File: src/rtl/xcvr_mode_pkg.sv
package xcvr_mode_pkg;

    typedef enum logic [1:0] {
        ST_FORCED_SB = 2'd0,
        ST_SETTLE    = 2'd1,
        ST_NORMAL    = 2'd2,
        ST_STANDBY   = 2'd3
    } ctl_state_t;

    typedef struct packed {
        logic drv_en;
        logic rx_main_en;
        logic rx_wake_en;
        logic bias_mid;
        logic rxd_from_wake;
        logic rxd_hiz;
    } ctl_out_t;

    localparam ctl_out_t OUT_RESET = '{
        drv_en:        1'b0,
        rx_main_en:    1'b0,
        rx_wake_en:    1'b0,
        bias_mid:      1'b0,
        rxd_from_wake: 1'b1,
        rxd_hiz:       1'b1
    };

endpackage

File: src/rtl/xcvr_settle_timer.sv
module xcvr_settle_timer #(
    parameter int LIMIT = 30000
) (
    input  logic clk,
    input  logic rst_n,
    input  logic run_i,
    output logic done_o
);
    localparam int CW = (LIMIT < 2) ? 1 : $clog2(LIMIT + 1);
    localparam logic [CW-1:0] LAST = CW'(LIMIT - 1);

    logic [CW-1:0] cnt_q;

    // Counter only advances while the FSM sits in SETTLE; leaving clears it.
    always_ff @(posedge clk or negedge rst_n) begin
        if (!rst_n) begin
            cnt_q <= '0;
        end else if (!run_i) begin
            cnt_q <= '0;
        end else if (cnt_q != LAST) begin
            cnt_q <= cnt_q + 1'b1;
        end
    end

    assign done_o = run_i && (cnt_q == LAST);

endmodule

File: src/rtl/xcvr_mode_fsm.sv
module xcvr_mode_fsm
    import xcvr_mode_pkg::*;
(
    input  logic       clk,
    input  logic       rst_n,
    input  logic       stb_i,
    input  logic       uv_any_i,
    input  logic       settle_done_i,
    output ctl_state_t state_o,
    output ctl_state_t next_o
);
    ctl_state_t state_q;
    ctl_state_t state_d;

    always_ff @(posedge clk or negedge rst_n) begin
        if (!rst_n) begin
            state_q <= ST_FORCED_SB;
        end else begin
            state_q <= state_d;
        end
    end

    always_comb begin
        state_d = state_q;
        unique case (state_q)
            ST_FORCED_SB: begin
                if (!uv_any_i) state_d = ST_SETTLE;
            end
            ST_SETTLE: begin
                if (uv_any_i)           state_d = ST_FORCED_SB;
                else if (settle_done_i) state_d = stb_i ? ST_STANDBY : ST_NORMAL;
            end
            ST_NORMAL: begin
                if (uv_any_i)   state_d = ST_FORCED_SB;
                else if (stb_i) state_d = ST_STANDBY;
            end
            ST_STANDBY: begin
                if (uv_any_i)    state_d = ST_FORCED_SB;
                else if (!stb_i) state_d = ST_NORMAL;
            end
            default: state_d = ST_FORCED_SB;
        endcase
    end

    assign state_o = state_q;
    assign next_o  = state_d;

endmodule

File: src/rtl/xcvr_out_decode.sv
module xcvr_out_decode
    import xcvr_mode_pkg::*;
(
    input  logic       clk,
    input  logic       rst_n,
    input  ctl_state_t next_i,
    input  logic       uv_io_i,
    input  logic       ot_i,
    input  logic       tmo_dis_i,
    output ctl_out_t   out_o
);
    ctl_out_t out_d;
    ctl_out_t out_q;

    always_comb begin
        out_d = OUT_RESET;
        unique case (next_i)
            ST_FORCED_SB: begin
                out_d.rx_wake_en    = !uv_io_i;
                out_d.rxd_from_wake = 1'b1;
                out_d.rxd_hiz       = uv_io_i;
            end
            ST_SETTLE, ST_STANDBY: begin
                out_d.rx_wake_en    = 1'b1;
                out_d.rxd_from_wake = 1'b1;
                out_d.rxd_hiz       = 1'b0;
            end
            ST_NORMAL: begin
                out_d.drv_en        = !ot_i && !tmo_dis_i;
                out_d.rx_main_en    = 1'b1;
                out_d.rx_wake_en    = 1'b0;
                out_d.bias_mid      = 1'b1;
                out_d.rxd_from_wake = 1'b0;
                out_d.rxd_hiz       = 1'b0;
            end
            default: out_d = OUT_RESET;
        endcase
    end

    always_ff @(posedge clk or negedge rst_n) begin
        if (!rst_n) begin
            out_q <= OUT_RESET;
        end else begin
            out_q <= out_d;
        end
    end

    assign out_o = out_q;

endmodule

File: src/rtl/xcvr_mode_ctrl.sv
module xcvr_mode_ctrl
    import xcvr_mode_pkg::*;
#(
    parameter int SETTLE_CYCLES = 30000
) (
    input  logic clk,
    input  logic rst_n,
    input  logic stb_i,
    input  logic uv_core_i,
    input  logic uv_io_i,
    input  logic ot_i,
    input  logic tmo_dis_i,
    output logic drv_en_o,
    output logic rx_main_en_o,
    output logic rx_wake_en_o,
    output logic bias_mid_o,
    output logic rxd_from_wake_o,
    output logic rxd_hiz_o
);
    ctl_state_t state_w;
    ctl_state_t next_w;
    ctl_out_t   outs_w;
    logic       uv_any_w;
    logic       settle_done_w;
    logic       settle_run_w;

    assign uv_any_w     = uv_core_i || uv_io_i;
    assign settle_run_w = (state_w == ST_SETTLE);

    xcvr_settle_timer #(.LIMIT(SETTLE_CYCLES)) u_timer (
        .clk    (clk),
        .rst_n  (rst_n),
        .run_i  (settle_run_w),
        .done_o (settle_done_w)
    );

    xcvr_mode_fsm u_fsm (
        .clk           (clk),
        .rst_n         (rst_n),
        .stb_i         (stb_i),
        .uv_any_i      (uv_any_w),
        .settle_done_i (settle_done_w),
        .state_o       (state_w),
        .next_o        (next_w)
    );

    xcvr_out_decode u_dec (
        .clk       (clk),
        .rst_n     (rst_n),
        .next_i    (next_w),
        .uv_io_i   (uv_io_i),
        .ot_i      (ot_i),
        .tmo_dis_i (tmo_dis_i),
        .out_o     (outs_w)
    );

    assign drv_en_o        = outs_w.drv_en;
    assign rx_main_en_o    = outs_w.rx_main_en;
    assign rx_wake_en_o    = outs_w.rx_wake_en;
    assign bias_mid_o      = outs_w.bias_mid;
    assign rxd_from_wake_o = outs_w.rxd_from_wake;
    assign rxd_hiz_o       = outs_w.rxd_hiz;

endmodule

File: config.mk
export PLATFORM = sky130hd
export DESIGN_NAME = xcvr_mode_ctrl
export DESIGN_NICKNAME = d
export VERILOG_FILES = /design/src/rtl/xcvr_mode_pkg.sv /design/src/rtl/xcvr_settle_timer.sv /design/src/rtl/xcvr_mode_fsm.sv /design/src/rtl/xcvr_out_decode.sv /design/src/rtl/xcvr_mode_ctrl.sv
export SDC_FILE = /design/constraint.sdc
export NUM_CORES = 1
export LEC_CHECK = 0
export BUFFER_PORTS_ARGS = -buffer_cell sky130_fd_sc_hd__buf_4
export CAP_MARGIN = 20
export CORE_MARGIN = 2
export CORE_UTILIZATION = 45
export DETAILED_ROUTE_END_ITERATION = 10
export PLACE_DENSITY = 0.61
export SYNTH_ARGS = -nofsm -noshare
export SYNTH_HDL_FRONTEND = slang
export SYNTH_SLANG_ARGS = --single-unit
File: constraint.sdc
create_clock -name clk -period 2.19 [get_ports clk]
set_input_delay 0.3285 -clock clk [delete_from_list [all_inputs] [get_ports clk]]
set_output_delay 0.3285 -clock clk [all_outputs]
set_load 0.05 [all_outputs]
==> results.yml <==
place:
  placed_cell_area_um2: 1130
  gp_congestion: 0.756
  dpl.hpwl_mm: 1.31
  io_buffers: 12
sta:
  final_hold_viol_count: 0
  setup_viol: 0
  final-max-slew-violation-count: 0
  worstMarginPinSlew_ns: 0.578
  slew_headroom: 0.614
  rsz0062_at_grt: "no"
  min_period_ns: 1.74
  tns_ns: 0
  max_freq_ghz: 0.573
  fin_crit_sh: 0.796
  finClkSkew_ns: 0.00604
flow_run:
  drv_cap: 0
synthesis:
  seq_area_frac_synth: 0.544
  synth_warnings: 0
  synth_area_per_cell_um2: 10.2
  synth_seq_cells: 22
  ys_top_cells_by_area: "dfrtp_1 (49%), xnor2_1 (7.7%), nor2_1 (6.3%)"
  synth_top_area_frac: 0.492
  synth_nets: 108
  synth_top_area_cell: "dfrtp_1"
  synth_cell_types: 26
  synthCells: 100
  syn-cell-area_um2: 1020
clock_tree:
  clkSinkCount: 22
  h-tree-depth: 1
  clkLatencyLatePin_ns: 0.30
  path_clk_slew_ns: 0.11
  tritoncts: "built"
  numCtsBuffers: 3
  cts_max_path_buffers: 2
  cts_resized: 0
  root_buffer: "clkbuf_4"
global_route:
  grt_pass1_wl_mm: 3.37
  grt_usage: 0.173
  grt_antenna_before_repair: 0
  grt_pass1_vias: 740
  grt_max_degree: 23
  grt_overflow_total: 0
routing:
  ant_nets: 0
  via_count: 746
  drt_iter0_markers: 16
  avgRoutedWirePerCell_um: 13.0
  drc: 0
  dr.pass1.iters: 4
  viasPerCell: 5.22
  routed_wl_mm: 1.86
power:
  vdd_drop_max_mv: 0.451
  p_per_area_nw_per_um2: 552
  p_leak_uw: 0.000456
status:
  status: "complete, no violations"
floorplanning:
  die_w_um: 51.5
  rows: 17
  ioPinCount: 13
  dieHeight_um: 51.5
  start_util: 0.469
  fp.dieArea_um2: 2660
  fp.coreArea_um2: 2170
critical_path:
  cp_data_arrival_time_ns: 1.97
  cp_max_fo: 6
  r2r_slack_ns: 0.45
  timing.rr.start: "u_timer.cnt_q[0]"
  r2r_cells: 5
  end_kind: "flip-flop"
  critical_path_class: "reg2reg"
  cp.required_ns: 2.42
  startpoint_type: "flip-flop"
  r2r-end: "u_dec.out_o[1]"
min_path:
  hold_depth: 1
  min_from: "uv_io_i"
  hold_path_class: "in2reg"
  hold_path_end: "u_dec.out_o[0]"
cells_and_area:
  nNetsFinal: 124
  drive_above_1_share: 0.183
  n_antenna_cell: 0
  area_growth_pct: 15.1
  num-fill-cells: 201
  fin_area_um2: 1170
## area by class of cell
cell class                 instances  area (µm²)  area share
inverter                           4        15.0      0.0128
clock buffer                       4        26.3      0.0224
tap                               28        35.0      0.0299
sequential                        22         553       0.472
timing repair buffer              14         108      0.0919
multi-input combinational         71         434       0.371
## per-stage QoR
stage	hold WS, ns	std cells	utilization	worst slack [ns]	total power [µW]
after detailed placement	0.236	138	0.523	0.477	464
after global placement	0.232	138	0.523	0.532	463
after global routing	0.125	143	0.540	0.318	678
after CTS	0.137	143	0.540	0.457	662
after floorplan	0.0329	100	-	0.442	439
final	0.153	143	0.540	0.446	647
## routing by layer
layer  GRT usage  vias to the layer above  part of all wire
met1       0.233                      353              0.48
li1            -                      376                 -
met4      0.0877                        0             0.016
met2       0.256                       13              0.47
met5           0                        -                 0
met3      0.0460                        4             0.039
## power breakdown
part / internal [µW] / switching, µW / total (µW)
Combinational: 14.7 / 26.8 / 41.5
Clock: 71.0 / 120 / 191
Sequential: 411 / 3.23 / 415
Total: 497 / 150 / 647
## how the worst max path moves through the flow
| stage | from | to | cells past startpoint |
|---|---|---|---|
| 4_1_cts | u_timer.cnt_q[0] | u_dec.out_o[1] | 5 |
| 5_1_grt | u_timer.cnt_q[0] | u_dec.out_o[1] | 5 |
| 2_1_floorplan | u_timer.cnt_q[0] | u_dec.out_o[1] | 5 |
| 6_report | u_timer.cnt_q[0] | u_dec.out_o[1] | 5 |
| 3_5_place_dp | u_timer.cnt_q[0] | u_dec.out_o[1] | 5 |
| 3_3_place_gp | u_timer.cnt_q[0] | u_dec.out_o[1] | 5 |
## logic make-up (layout without fill, tap and decap cells)
group                      Yosys count  after routing  share of synthesized area
and+or+nand+nor                     51             51                      0.269
DFF                                 22             22                      0.544
xor gates and xnor gates            10             10                     0.0861
AOI/OAI and AO/OA                    8              8                     0.0492
buffers and inverters                7             22                     0.0295
adders and majority gates            1              1                     0.0123
muxes                                1              1                    0.00984
## Yosys cell counts
cell type / n
dfrtp_1: 20
nor2_1: 17
xnor2_1: 9
nor3_1: 7
nand2_1: 6
nand4_1: 5
inv_1: 4
nand3_1: 4
nor4_1: 4
a21oi_1: 3
or3_1: 3
clkbuf_1: 2
dfstp_2: 2
o21ai_0: 2
a21oi_2: 1
buf_4: 1
ha_1: 1
mux2i_1: 1
nand2b_1: 1
nand4bb_1: 1
nor4_4: 1
o21a_1: 1
o31a_1: 1
or3_4: 1
or4_1: 1
xor2_1: 1
## sequential cells by signal, summed over array words and instances, names as in the netlist
| signal | cells |
|---|---|
| u_dec.out_o | 5 |
| u_fsm.state_o | 2 |
| u_timer.cnt_q | 15 |
## layout by cell type (no fill, tap or decap), types with 2 or more instances in the layout
cell      Yosys  layout
dfrtp_1      20      20
nor2_1       17      17
buf_4         1      13
xnor2_1       9       9
nor3_1        7       7
nand2_1       6       6
nand4_1       5       5
nand3_1       4       4
nor4_1        4       4
inv_1         4       4
or3_1         3       3
a21oi_1       3       3
clkbuf_4      0       3
o21ai_0       2       2
dfstp_2       2       2
## critical path: stages (launching register included)
cell     delay (ns)
dfrtp_1        0.43
ha_1           0.23
nand3_1        0.16
nor4_4         0.29
a21oi_2        0.14
or4_1          0.41
## repair_timing
item / CTS / global route
hold buffers: 1 / 0
setup buffers: 0 / 0
endpoints found under the hold margin: 20 / 0
No activity file was read; power rests on OpenSTA's default activity.
